## config.mk

```make
export PLATFORM = sky130hd
export DESIGN_NAME = cfg_pkt_rx
export DESIGN_NICKNAME = d
export VERILOG_FILES = /design/src/rtl/cfgrx_pkg.sv /design/src/rtl/cfgrx_shift.sv /design/src/rtl/cfgrx_counter.sv /design/src/rtl/cfgrx_ctrl.sv /design/src/rtl/cfg_pkt_rx.sv
export SDC_FILE = /design/constraint.sdc
export NUM_CORES = 1
export LEC_CHECK = 0
export BUFFER_PORTS_ARGS = -buffer_cell sky130_fd_sc_hd__buf_2
export CAP_MARGIN = 25
export CORE_ASPECT_RATIO = 0.75
export CORE_UTILIZATION = 35
export CTS_BUF_LIST = sky130_fd_sc_hd__clkbuf_2 sky130_fd_sc_hd__clkbuf_4 sky130_fd_sc_hd__clkbuf_8
export CTS_CLUSTER_SIZE = 8
export DETAILED_ROUTE_END_ITERATION = 12
export PLACE_DENSITY = 0.6
export RECOVER_POWER = 50
export SLEW_MARGIN = 20
export SYNTH_ARGS = -nofsm -noshare
export SYNTH_HDL_FRONTEND = slang
export SYNTH_HIERARCHICAL = 1
export SYNTH_SLANG_ARGS = --single-unit
```

## constraint.sdc

```tcl
create_clock -name clk -period 2.7 [get_ports clk]
set_clock_uncertainty 0.15 [all_clocks]
set_input_delay 0.27 -clock clk [delete_from_list [all_inputs] [get_ports clk]]
set_output_delay 0.27 -clock clk [all_outputs]
set_load 0.05 [all_outputs]
```

## src/rtl/cfgrx_pkg.sv

```systemverilog
package cfgrx_pkg;

    typedef enum logic [2:0] {
        ST_HUNT,
        ST_PRE,
        ST_HDR,
        ST_FRAME,
        ST_DONE,
        ST_HALT
    } rx_state_e;

    typedef enum logic [1:0] {
        PK_START,
        PK_END,
        PK_BAD
    } pre_kind_e;

    localparam int LEAD_MIN = 4;
    localparam int PRE_W    = 4;
    localparam int CRC_W    = 16;
    localparam int COMP_W   = 2;
    localparam int FIELD_W  = 1 + CRC_W + COMP_W;

    localparam logic [PRE_W-1:0] CODE_START = 4'b0010;
    localparam logic [PRE_W-1:0] CODE_END   = 4'b0100;

    // Field group in arrival order: the first bit received ends up in the MSB.
    typedef struct packed {
        logic              crc_en;
        logic [CRC_W-1:0]  crc;
        logic [COMP_W-1:0] comp;
    } hdr_fields_t;

    function automatic pre_kind_e classify_code(input logic [PRE_W-1:0] code);
        if (code == CODE_START)    return PK_START;
        else if (code == CODE_END) return PK_END;
        else                       return PK_BAD;
    endfunction

endpackage

```

## src/rtl/cfgrx_shift.sv

```systemverilog
module cfgrx_shift #(
    parameter int W = 8
) (
    input  logic         clk,
    input  logic         rst,
    input  logic         en,
    input  logic         din,
    output logic [W-1:0] q
);
    logic [W-1:0] q_r;

    generate
        if (W == 1) begin : g_one
            always_ff @(posedge clk) begin
                if (rst)     q_r <= '0;
                else if (en) q_r <= din;
            end
        end else begin : g_many
            always_ff @(posedge clk) begin
                if (rst)     q_r <= '0;
                else if (en) q_r <= {q_r[W-2:0], din};
            end
        end
    endgenerate

    assign q = q_r;
endmodule

```

## src/rtl/cfgrx_counter.sv

```systemverilog
module cfgrx_counter #(
    parameter int W = 9
) (
    input  logic         clk,
    input  logic         rst,
    input  logic         clr,
    input  logic         inc,
    output logic [W-1:0] q
);
    logic [W-1:0] q_r;

    always_ff @(posedge clk) begin
        if (rst || clr)               q_r <= '0;
        else if (inc && (q_r != '1))  q_r <= q_r + W'(1);
    end

    assign q = q_r;

    // an increment that is not cleared moves the count by exactly one
    p_inc_step_r4: assert property (@(posedge clk) disable iff (rst)
        (inc && !clr && (q != '1)) |=> (q == $past(q) + W'(1)));
endmodule

```

## src/rtl/cfgrx_ctrl.sv

```systemverilog
module cfgrx_ctrl
    import cfgrx_pkg::*;
#(
    parameter int FRAME_BITS = 560
) (
    input  logic                clk,
    input  logic                rst,
    input  logic                restart_i,
    input  logic                crc_err_i,
    input  logic                bit_i,
    input  logic                bit_vld_i,
    input  logic [PRE_W-2:0]    pre_q,
    output logic                pre_en,
    output logic                fld_en,
    output logic                frm_en,
    output logic                hdr_latch,
    output logic                frame_done,
    output logic                proto_restart,
    output logic                done_set,
    output rx_state_e           state_o
);
    localparam int SPAN = (FRAME_BITS > FIELD_W) ? FRAME_BITS : FIELD_W;
    localparam int CW   = $clog2(SPAN) + 1;
    localparam int OW   = $clog2(LEAD_MIN) + 1;

    rx_state_e       state;
    logic [CW-1:0]   bit_cnt;
    logic [OW-1:0]   ones_cnt;
    logic            adv;
    logic            ones_ok;
    logic            pre_last;
    logic            hdr_last;
    logic            frm_last;
    pre_kind_e       kind;

    assign adv      = bit_vld_i && !restart_i && !crc_err_i &&
                      (state != ST_DONE) && (state != ST_HALT);
    assign ones_ok  = (ones_cnt >= OW'(LEAD_MIN));
    assign pre_last = (bit_cnt == CW'(PRE_W - 1));
    assign hdr_last = (bit_cnt == CW'(FIELD_W - 1));
    assign frm_last = (bit_cnt == CW'(FRAME_BITS - 1));
    assign kind     = classify_code({pre_q, bit_i});

    always_comb begin
        pre_en        = 1'b0;
        fld_en        = 1'b0;
        frm_en        = 1'b0;
        hdr_latch     = 1'b0;
        frame_done    = 1'b0;
        proto_restart = 1'b0;
        done_set      = 1'b0;
        if (adv) begin
            case (state)
                ST_HUNT: begin
                    if (!bit_i) begin
                        if (ones_ok) pre_en        = 1'b1;
                        else         proto_restart = 1'b1;
                    end
                end
                ST_PRE: begin
                    pre_en = 1'b1;
                    if (pre_last) begin
                        if (kind == PK_END)      done_set      = 1'b1;
                        else if (kind == PK_BAD) proto_restart = 1'b1;
                    end
                end
                ST_HDR: begin
                    fld_en    = 1'b1;
                    hdr_latch = hdr_last;
                end
                ST_FRAME: begin
                    frm_en     = 1'b1;
                    frame_done = frm_last;
                end
                default: ;
            endcase
        end
    end

    always_ff @(posedge clk) begin
        if (rst || restart_i) begin
            state    <= ST_HUNT;
            bit_cnt  <= '0;
            ones_cnt <= '0;
        end else if (crc_err_i) begin
            state    <= ST_HALT;
        end else if (adv) begin
            case (state)
                ST_HUNT: begin
                    if (bit_i) begin
                        if (!ones_ok) ones_cnt <= ones_cnt + OW'(1);
                    end else if (ones_ok) begin
                        state   <= ST_PRE;
                        bit_cnt <= CW'(1);
                    end else begin
                        ones_cnt <= '0;
                    end
                end
                ST_PRE: begin
                    if (pre_last) begin
                        bit_cnt  <= '0;
                        ones_cnt <= '0;
                        case (kind)
                            PK_START: state <= ST_HDR;
                            PK_END:   state <= ST_DONE;
                            default:  state <= ST_HUNT;
                        endcase
                    end else begin
                        bit_cnt <= bit_cnt + CW'(1);
                    end
                end
                ST_HDR: begin
                    if (hdr_last) begin
                        state   <= ST_FRAME;
                        bit_cnt <= '0;
                    end else begin
                        bit_cnt <= bit_cnt + CW'(1);
                    end
                end
                ST_FRAME: begin
                    if (frm_last) begin
                        state    <= ST_HUNT;
                        bit_cnt  <= '0;
                        ones_cnt <= '0;
                    end else begin
                        bit_cnt <= bit_cnt + CW'(1);
                    end
                end
                default: ;
            endcase
        end
    end

    assign state_o = state;

    // with no valid bit, no restart and no error the state holds
    p_vld_hold_r10: assert property (@(posedge clk) disable iff (rst)
        (!bit_vld_i && !restart_i && !crc_err_i) |=> (state == $past(state)));

    // the code can only start after a full run of leading ones
    p_lead_run_r1: assert property (@(posedge clk) disable iff (rst)
        (state == ST_PRE && $past(state) == ST_HUNT) |-> ($past(ones_cnt) >= OW'(LEAD_MIN)));
endmodule

```

## src/rtl/cfg_pkt_rx.sv

```systemverilog
module cfg_pkt_rx
    import cfgrx_pkg::*;
#(
    parameter int FRAME_BITS = 560,
    parameter int NUM_PKTS   = 338,
    localparam int CNT_W     = $clog2(NUM_PKTS + 1)
) (
    input  logic                  clk,
    input  logic                  rst,
    input  logic                  restart_i,
    input  logic                  crc_err_i,
    input  logic                  bit_i,
    input  logic                  bit_vld_i,
    output logic [FRAME_BITS-1:0] frame_data_o,
    output logic                  frame_rdy_o,
    output logic                  hdr_crc_en_o,
    output logic [15:0]           hdr_crc_o,
    output logic [1:0]            hdr_comp_o,
    output logic [CNT_W-1:0]      pkt_cnt_o,
    output logic                  cfg_done_o,
    output logic                  restart_o,
    output logic                  halted_o,
    output logic                  chain_o
);
    logic                 pre_en, fld_en, frm_en;
    logic                 hdr_latch, frame_done, proto_restart, done_set;
    logic [PRE_W-2:0]     pre_q;
    logic [FIELD_W-2:0]   fld_q;
    rx_state_e            state;
    hdr_fields_t          hdr_r;
    logic                 rdy_r, done_r, rst_evt_r;

    cfgrx_ctrl #(.FRAME_BITS(FRAME_BITS)) u_ctrl (
        .clk           (clk),
        .rst           (rst),
        .restart_i     (restart_i),
        .crc_err_i     (crc_err_i),
        .bit_i         (bit_i),
        .bit_vld_i     (bit_vld_i),
        .pre_q         (pre_q),
        .pre_en        (pre_en),
        .fld_en        (fld_en),
        .frm_en        (frm_en),
        .hdr_latch     (hdr_latch),
        .frame_done    (frame_done),
        .proto_restart (proto_restart),
        .done_set      (done_set),
        .state_o       (state)
    );

    cfgrx_shift #(.W(PRE_W - 1)) u_pre (
        .clk (clk), .rst (rst), .en (pre_en), .din (bit_i), .q (pre_q)
    );

    cfgrx_shift #(.W(FIELD_W - 1)) u_fld (
        .clk (clk), .rst (rst), .en (fld_en), .din (bit_i), .q (fld_q)
    );

    cfgrx_shift #(.W(FRAME_BITS)) u_frm (
        .clk (clk), .rst (rst), .en (frm_en), .din (bit_i), .q (frame_data_o)
    );

    cfgrx_counter #(.W(CNT_W)) u_cnt (
        .clk (clk),
        .rst (rst),
        .clr (restart_i || proto_restart),
        .inc (frame_done),
        .q   (pkt_cnt_o)
    );

    always_ff @(posedge clk) begin
        if (rst) begin
            hdr_r     <= '0;
            rdy_r     <= 1'b0;
            done_r    <= 1'b0;
            rst_evt_r <= 1'b0;
        end else begin
            if (hdr_latch) hdr_r <= hdr_fields_t'({fld_q, bit_i});
            rdy_r     <= frame_done;
            rst_evt_r <= restart_i || proto_restart;
            if (restart_i || proto_restart) done_r <= 1'b0;
            else if (done_set)              done_r <= 1'b1;
        end
    end

    assign frame_rdy_o  = rdy_r;
    assign hdr_crc_en_o = hdr_r.crc_en;
    assign hdr_crc_o    = hdr_r.crc;
    assign hdr_comp_o   = hdr_r.comp;
    assign cfg_done_o   = done_r;
    assign restart_o    = rst_evt_r;
    assign halted_o     = (state == ST_HALT);
    assign chain_o      = done_r ? bit_i : 1'b1;

    // the ready strobe never lasts two cycles
    p_rdy_pulse_r3: assert property (@(posedge clk) disable iff (rst)
        frame_rdy_o |=> !frame_rdy_o);

    // each ready pulse comes with a count one above the previous cycle
    p_cnt_step_r4: assert property (@(posedge clk) disable iff (rst)
        (frame_rdy_o && ($past(pkt_cnt_o) != '1)) |-> (pkt_cnt_o == $past(pkt_cnt_o) + CNT_W'(1)));

    // done only drops together with a restart pulse
    p_done_sticky_r5: assert property (@(posedge clk) disable iff (rst)
        ($past(cfg_done_o) && !restart_o) |-> cfg_done_o);

    // no frame is delivered once configuration is done
    p_done_noframe_r5: assert property (@(posedge clk) disable iff (rst)
        cfg_done_o |-> !frame_rdy_o);

    // a halted receiver delivers no frame
    p_halt_quiet_r8: assert property (@(posedge clk) disable iff (rst)
        $past(halted_o) |-> !frame_rdy_o);

    // an external restart leaves count and done cleared
    p_restart_clear_r9: assert property (@(posedge clk) disable iff (rst)
        $past(restart_i) |-> (pkt_cnt_o == '0 && !cfg_done_o && !halted_o));
endmodule

```

# After elaboration in Yosys (flattened, before gate mapping)
# Cells that the tools add are included.
[totals]
in_bits = 6
ff_bits = 629
out_inout_bits = 593
wordCells = 112
[op_classes]
mux = 46
addsub = 3
bitwise_logic = 1
reduce_logical = 22
n_lt_le_gt_ge = 1
n_eq_ne = 25
[op_table]
columns = ["cell", "count"]
rows = [
  ["11-bit two-way mux", 5],
  ["11-bit case mux with 4 select lines", 1],
  ["3-bit two-way mux", 11],
  ["1-bit two-way mux", 22],
  ["7-bit AND reduction", 2],
  ["3-bit by 2-bit inequality test with 1-bit output (second input constant)", 4],
  ["3-bit case mux with 4 select lines", 1],
  ["11-bit by 1-bit adder with 11-bit output (second input constant)", 1],
  ["11-bit by 10-bit == test with 1-bit output (second input constant)", 1],
  ["11-bit by 2-bit == test with 1-bit output (second input constant)", 1],
  ["11-bit by 5-bit == test with 1-bit output (second input constant)", 1],
  ["9-bit by 1-bit adder with 9-bit output (second input constant)", 1],
  ["3-bit inequality test (second input constant)", 3],
  ["9-bit inequality test (second input constant)", 1],
  ["3-bit case mux with 3 select lines", 1],
  ["2-bit by 1-bit inequality test with 1-bit output (second input constant)", 4],
  ["3-bit by 2-bit == test with 1-bit output (second input constant)", 2],
  ["3-bit case mux with 2 select lines", 1],
  ["6-bit AND reduction", 1],
  ["1-bit logical AND", 5],
  ["5-bit AND reduction", 1],
  ["5-bit nonzero test", 1],
  ["4-bit by 2-bit == test with 1-bit output (second input constant)", 1],
  ["4-bit by 3-bit == test with 1-bit output (second input constant)", 1],
  ["other kinds (18)", 25],
]

# Longest topological paths before layout
[logic_depth]
depth_word = 11
depth_mapped = 9
ltp_nobuf = 7

# Hierarchy
# Netlist, hierarchy kept.
[by_module_without_submodules]
columns = ["module", "n_inst", "seq_area_each_um2", "area_per_inst_um2", "cells_each"]
rows = [
  ["cfgrx_shift (u_frm)", 1, 11210.8, 19617.6, 1804],
  ["cfgrx_ctrl", 1, 340.3, 1219.9, 144],
  ["cfg_pkt_rx", 1, 440.4, 783.3, 72],
  ["cfgrx_shift (u_fld)", 1, 360.3, 649.4, 58],
  ["cfgrx_counter", 1, 180.2, 430.4, 47],
  ["cfgrx_shift (u_pre)", 1, 60.1, 101.3, 9],
]

# Worst setup path before layout
# No wires, ideal clock.
[synth_path]
kind = "register to register"
from = "register u_ctrl.state[1] (netlist: u_ctrl/state_o[1])"
to = "register u_cnt.q_r[5] (netlist: u_cnt/q[5])"
slack_ns = 0.435
t_required_ns = 2.480
path_buffers = 2
setup_time_ns = 0.070
synth_period_minus_slack_ns = 2.265
t_arrival_ns = 2.045
stages_incl_launch_ff = 9
cell_sequence = "dfxtp_1 > clkbuf_1 > nor4b_1 > and2_1 > nor2b_1 > nand2b_1 > buf_6 > or4_1 > a21oi_1"
[synth_between]
elab_cells_between_ends = 14
cone_classes = "eq/ne (4); mux (4); reduce/logical (6)"
[synth_lines]
columns = ["element", "line", "text"]
rows = [
  ["start: declaration", "cfgrx_ctrl.sv:26", "rx_state_e state;"],
  ["start signal: assignment", "cfgrx_ctrl.sv:82", "state <= ST_HUNT;"],
  ["start signal: assignment", "cfgrx_ctrl.sv:86", "state <= ST_HALT;"],
  ["start signal: assignment", "cfgrx_ctrl.sv:93", "state <= ST_PRE;"],
  ["3-bit inequality test", "cfgrx_ctrl.sv:37", "(state != ST_DONE) && (state != ST_HALT);"],
  ["1-bit logical AND", "cfgrx_ctrl.sv:36", "assign adv = bit_vld_i && !restart_i && !crc_err_i &&"],
  ["1-bit logical AND", "cfgrx_ctrl.sv:37", ""],
  ["1-bit two-way mux (*)", "cfgrx_ctrl.sv:52", "if (adv) begin"],
  ["named net frame_done", "cfg_pkt_rx.sv:26", "logic hdr_latch, frame_done, proto_restart, done_set;"],
  ["1-bit logical AND (*)", "cfgrx_counter.sv:14", "else if (inc && (q_r != '1)) q_r <= q_r + W'(1);"],
  ["end signal: assignment", "cfgrx_counter.sv:14", ""],
  ["end: declaration", "cfgrx_counter.sv:10", "logic [W-1:0] q_r;"],
]
# Mark *: on every way through the listed nets, which the timed path passes. The rest lies on a longest branch.
# A chain may end at the register's enable or synchronous reset.

# Worst setup path in the final report
[layout_path]
from = "register u_ctrl.bit_cnt[0]"
to = "register u_ctrl.state[2] (netlist: u_ctrl/state_o[2])"
[layout_between]
elab_chain_len = 3
elab_cells_between_ends = 7
cone_classes = "eq/ne (6); reduce/logical (1)"
[layout_lines]
columns = ["element", "line", "text"]
rows = [
  ["start: declaration", "cfgrx_ctrl.sv:27", "logic [CW-1:0] bit_cnt;"],
  ["start signal: assignment", "cfgrx_ctrl.sv:109", "bit_cnt <= bit_cnt + CW'(1);"],
  ["start signal: assignment", "cfgrx_ctrl.sv:117", "bit_cnt <= bit_cnt + CW'(1);"],
  ["start signal: assignment", "cfgrx_ctrl.sv:126", "bit_cnt <= bit_cnt + CW'(1);"],
  ["11-bit by 10-bit == test with 1-bit output, or another cell as far along", "cfgrx_ctrl.sv:41", "assign frm_last = (bit_cnt == CW'(FRAME_BITS - 1));"],
  ["3-bit by 2-bit inequality test with 1-bit output (no line)", "--", ""],
  ["7-bit AND reduction (no line) (*)", "--", ""],
]
# Mark *: on every way between the ends. The rest lies on a longest branch, timed or not.

==> results by group <==
Outcome
  • Outcome: finished, final reports clean

STA
  • Max frequency: 390 MHz
  • Worst Max-Slew Pin Slew: 0.797 ns
  • Slew Limit Headroom: 0.460
  • Final Hold Fails: 0
  • Max Slew Vio Count: 0
  • Tcrit/Tclk final: 0.949
  • Total Neg Setup Slack: 0 ns
  • RSZ-0062 raised after global routing: false
  • Crit path time final: 2.56 ns
  • Final setup violating endpoints: 0

Critical path
  • Top fanout value on the critical path: 5
  • Endpoint type of the worst setup path: flip-flop
  • Worst EP required: 3.17 ns
  • Critical Path Source Type: flip-flop
  • Setup crit start: u_ctrl/bit_cnt[0]
  • R2R Path Start: u_ctrl/bit_cnt[0]
  • WS Path Type: flip-flop to flip-flop
  • Flop-to-flop setup slack: 0.14 ns
  • Critical Path AT: 3.03 ns

GRT
  • Grt ovf: 0
  • Routing usage on met1: 0.211
  • GRT Max-Usage Layer: met2
  • Met2 Use GR: 0.270
  • Vias in the first global route: 16.2k
  • First-pass GRT wire length: 90.6 mm
  • Total track usage: 0.167
  • GR Util met3: 0.0470
  • Largest net degree at the start of global routing: 139
  • Initial antenna violation count: 0

Power
  • P_leak: 9.08 nW
  • Switching Fraction: 0.217
  • Net Switching: 3.76 mW
  • Clock share of power: 0.451
  • Pint: 13.6 mW
  • Worst vdd ir: 0.000376 V
  • Total power draw: 17.3 mW
  • Reg power frac: 0.536
  • Combinational share of power: 0.014
  • PwrDens: 623 nW/µm²

Synth
  • Avg Cell Area, Syn: 10.7 µm²
  • Most frequent cells after synthesis: dfxtp_1 (629), nor2_1 (615), mux2i_1 (604)
  • Syn Nets: 2145
  • Most used DFF post-synth: dfxtp_1
  • Post-synthesis cell type count: 58
  • Synth Cell Area: 22800 µm²
  • Synth top area cells: dfxtp_1 (55%), mux2i_1 (27%), nor2_1 (10%)
  • Cells after Synth: 2134
  • Synth Register Bits: 629
  • EDFF count, synth: 0
  • Top cell type by total area after synthesis: dfxtp_1
  • Synth top area share: 0.552
  • Post-synth ARST share: 0
  • Most frequent cell after synthesis: dfxtp_1
  • Seq/Total Area, Yosys: 0.552
  • Synth warnings: 6

Flow run
  • Max-cap violations: 0

Routing
  • DRT antenna net count: 0
  • Drt wl/cell: 15.9 µm
  • DRT Pass-1 Iters: 5
  • # DRC: 0
  • Vias: 17.1k
  • Iteration-0 DRC count of the detailed router: 920
  • Final WL: 58.3 mm
  • Via/cell ratio: 4.65

Final layout
  • Nets: 2754
  • N_diodes: 0
  • Share of cells above drive strength 1: 0.0809
  • Final instance area: 27800 µm²
  • Final cell count without fillers: 3667
  • Area grow syn2layout: 22.1%

Min path
  • Critical hold path startpoint: u_ctrl/ones_cnt[1]
  • Hold Crit Class: flip-flop to flip-flop

CTS
  • Clock Sinks: 629
  • Number of buffers created by CTS: 98
  • Worst-Skew Late Latency: 0.68 ns
  • H-tree depth: 3
  • Clock transition at the registers of the reported paths: 0.06 ns
  • Clk buf depth: 3
  • Root buf cell: clkbuf_8
  • CTS tree: built

Die
  • IO Count: 599
  • Die W: 297 µm
  • Die Y: 223 µm
  • Initial Util: 0.356
  • Die Footprint: 66200 µm²
  • Placeable Area: 64000 µm²
  • Site Rows: 80

Place
  • Placer Congestion: 0.818
  • Buffers on Ports: 598
  • Dpl hpwl: 40.7 mm
  • Placed Area: 26600 µm²
  • Cell Count Post-Placement: 3494
-- state kept, by name (all words and copies together), names as in the netlist --
| register | flops |
|---|---|
| hdr_crc_en_o | 1 |
| u_frm/q | 560 |
| u_ctrl/state_o | 3 |
| hdr_comp_o | 2 |
| u_ctrl/bit_cnt | 11 |
| u_ctrl/ones_cnt | 3 |
| frame_rdy_o | 1 |
| u_cnt/q | 9 |
| cfg_done_o | 1 |
| hdr_crc_o | 16 |
| u_fld/q | 18 |
| restart_o | 1 |
| u_pre/q | 3 |
-- metrics by stage --
stage | worst slack [ns] | utilization | hold slack (ns)
floorplan | 0.435 | - | 0.192
detailed placement | 0.159 | 0.415 | 0.323
finish | 0.139 | 0.435 | 0.336
CTS | 0.0276 | 0.446 | 0.301
global route | 0.0141 | 0.435 | 0.364
global placement | 0.233 | 0.415 | 0.303
-- logic make-up (layout without fill, tap and decap cells) --
| group | after synthesis | count (layout) | share of synthesized area |
|---|---|---|---|
| simple gates | 698 | 698 | 0.126 |
| mux | 604 | 604 | 0.265 |
| flops | 629 | 629 | 0.552 |
| xor+xnor | 2 | 2 | 0.000768 |
| fa+ha+maj | 5 | 5 | 0.00274 |
| buf+inv | 145 | 817 | 0.0370 |
| compound gates | 51 | 51 | 0.0164 |
-- worst paths after layout --
path	endpoint	depth (start not counted)
min	u_ctrl/ones_cnt[1]	2
max	u_ctrl/state_o[2]	7
min reg2reg	u_ctrl/ones_cnt[1]	2
max reg2reg	u_ctrl/state_o[2]	7
-- layer usage --
| layer | up-vias | wire length [µm] |
|---|---|---|
| li1 | 8402 | - |
| met1 | 8109 | 25800 |
| met2 | 449 | 27500 |
| met3 | 103 | 3370 |
| met4 | 0 | 1550 |
| met5 | - | 0 |
-- power by group through the flow --
stage	Clock [mW]	Sequential (mW)	Combinational (mW)
after floorplan	0	9.49	0.167
after detailed placement	0	9.49	0.230
after global routing	8.54	9.28	0.259
final	7.81	9.29	0.238
after global placement	0	9.49	0.226
after CTS	8.13	9.29	0.238
-- layout make-up --
cell class,count,area [µm²]
fill,6437,36100
inverter,6,22.5
clock inverter,11,80.1
clock buffer,152,1820
sequential,629,12600
timing repair buffer,648,2840
tap,861,1080
multi-input combinational,1360,9410
-- layout by cell type, fill, tap and decap left out, types with 2 or more instances in the layout --
cell	count
a21oi_1	15
a41o_1	2
a41oi_1	2
and3_1	2
and4_1	3
buf_12	15
buf_2	4
buf_4	24
clkbuf_1	594
clkbuf_4	44
clkbuf_8	108
clkinv_2	3
clkinvlp_4	6
dfxtp_1	629
dlygate4sd3_1	9
ha_1	5
inv_1	6
mux2i_1	604
nand2_1	9
nand2b_1	4
nand3_1	10
nand3b_1	2
nand4_1	5
nor2_1	613
nor2_2	2
nor2b_1	7
nor3_1	6
nor4_1	2
o21ai_0	12
o31ai_1	7
or2_2	3
or3_1	9
or3b_1	2
or4_1	5
xor2_1	2
-- worst max-delay path: stages (launching register included) --
cell           delay [ns]
dfxtp_1              0.35
inv_1                0.09
ha_1                 0.16
nor4bb_4             0.36
a31oi_4              0.16
or3_4                0.46
o31ai_1              0.21
dlygate4sd3_1        0.57
-- what timing repair did --
action	CTS	global route
hold buffers	9	0
hold endpoints to repair	125	0
setup endpoints to repair	0	2
setup buffers	0	1
resized for setup	0	7
Note: power is estimated with default switching activity, not from simulation.
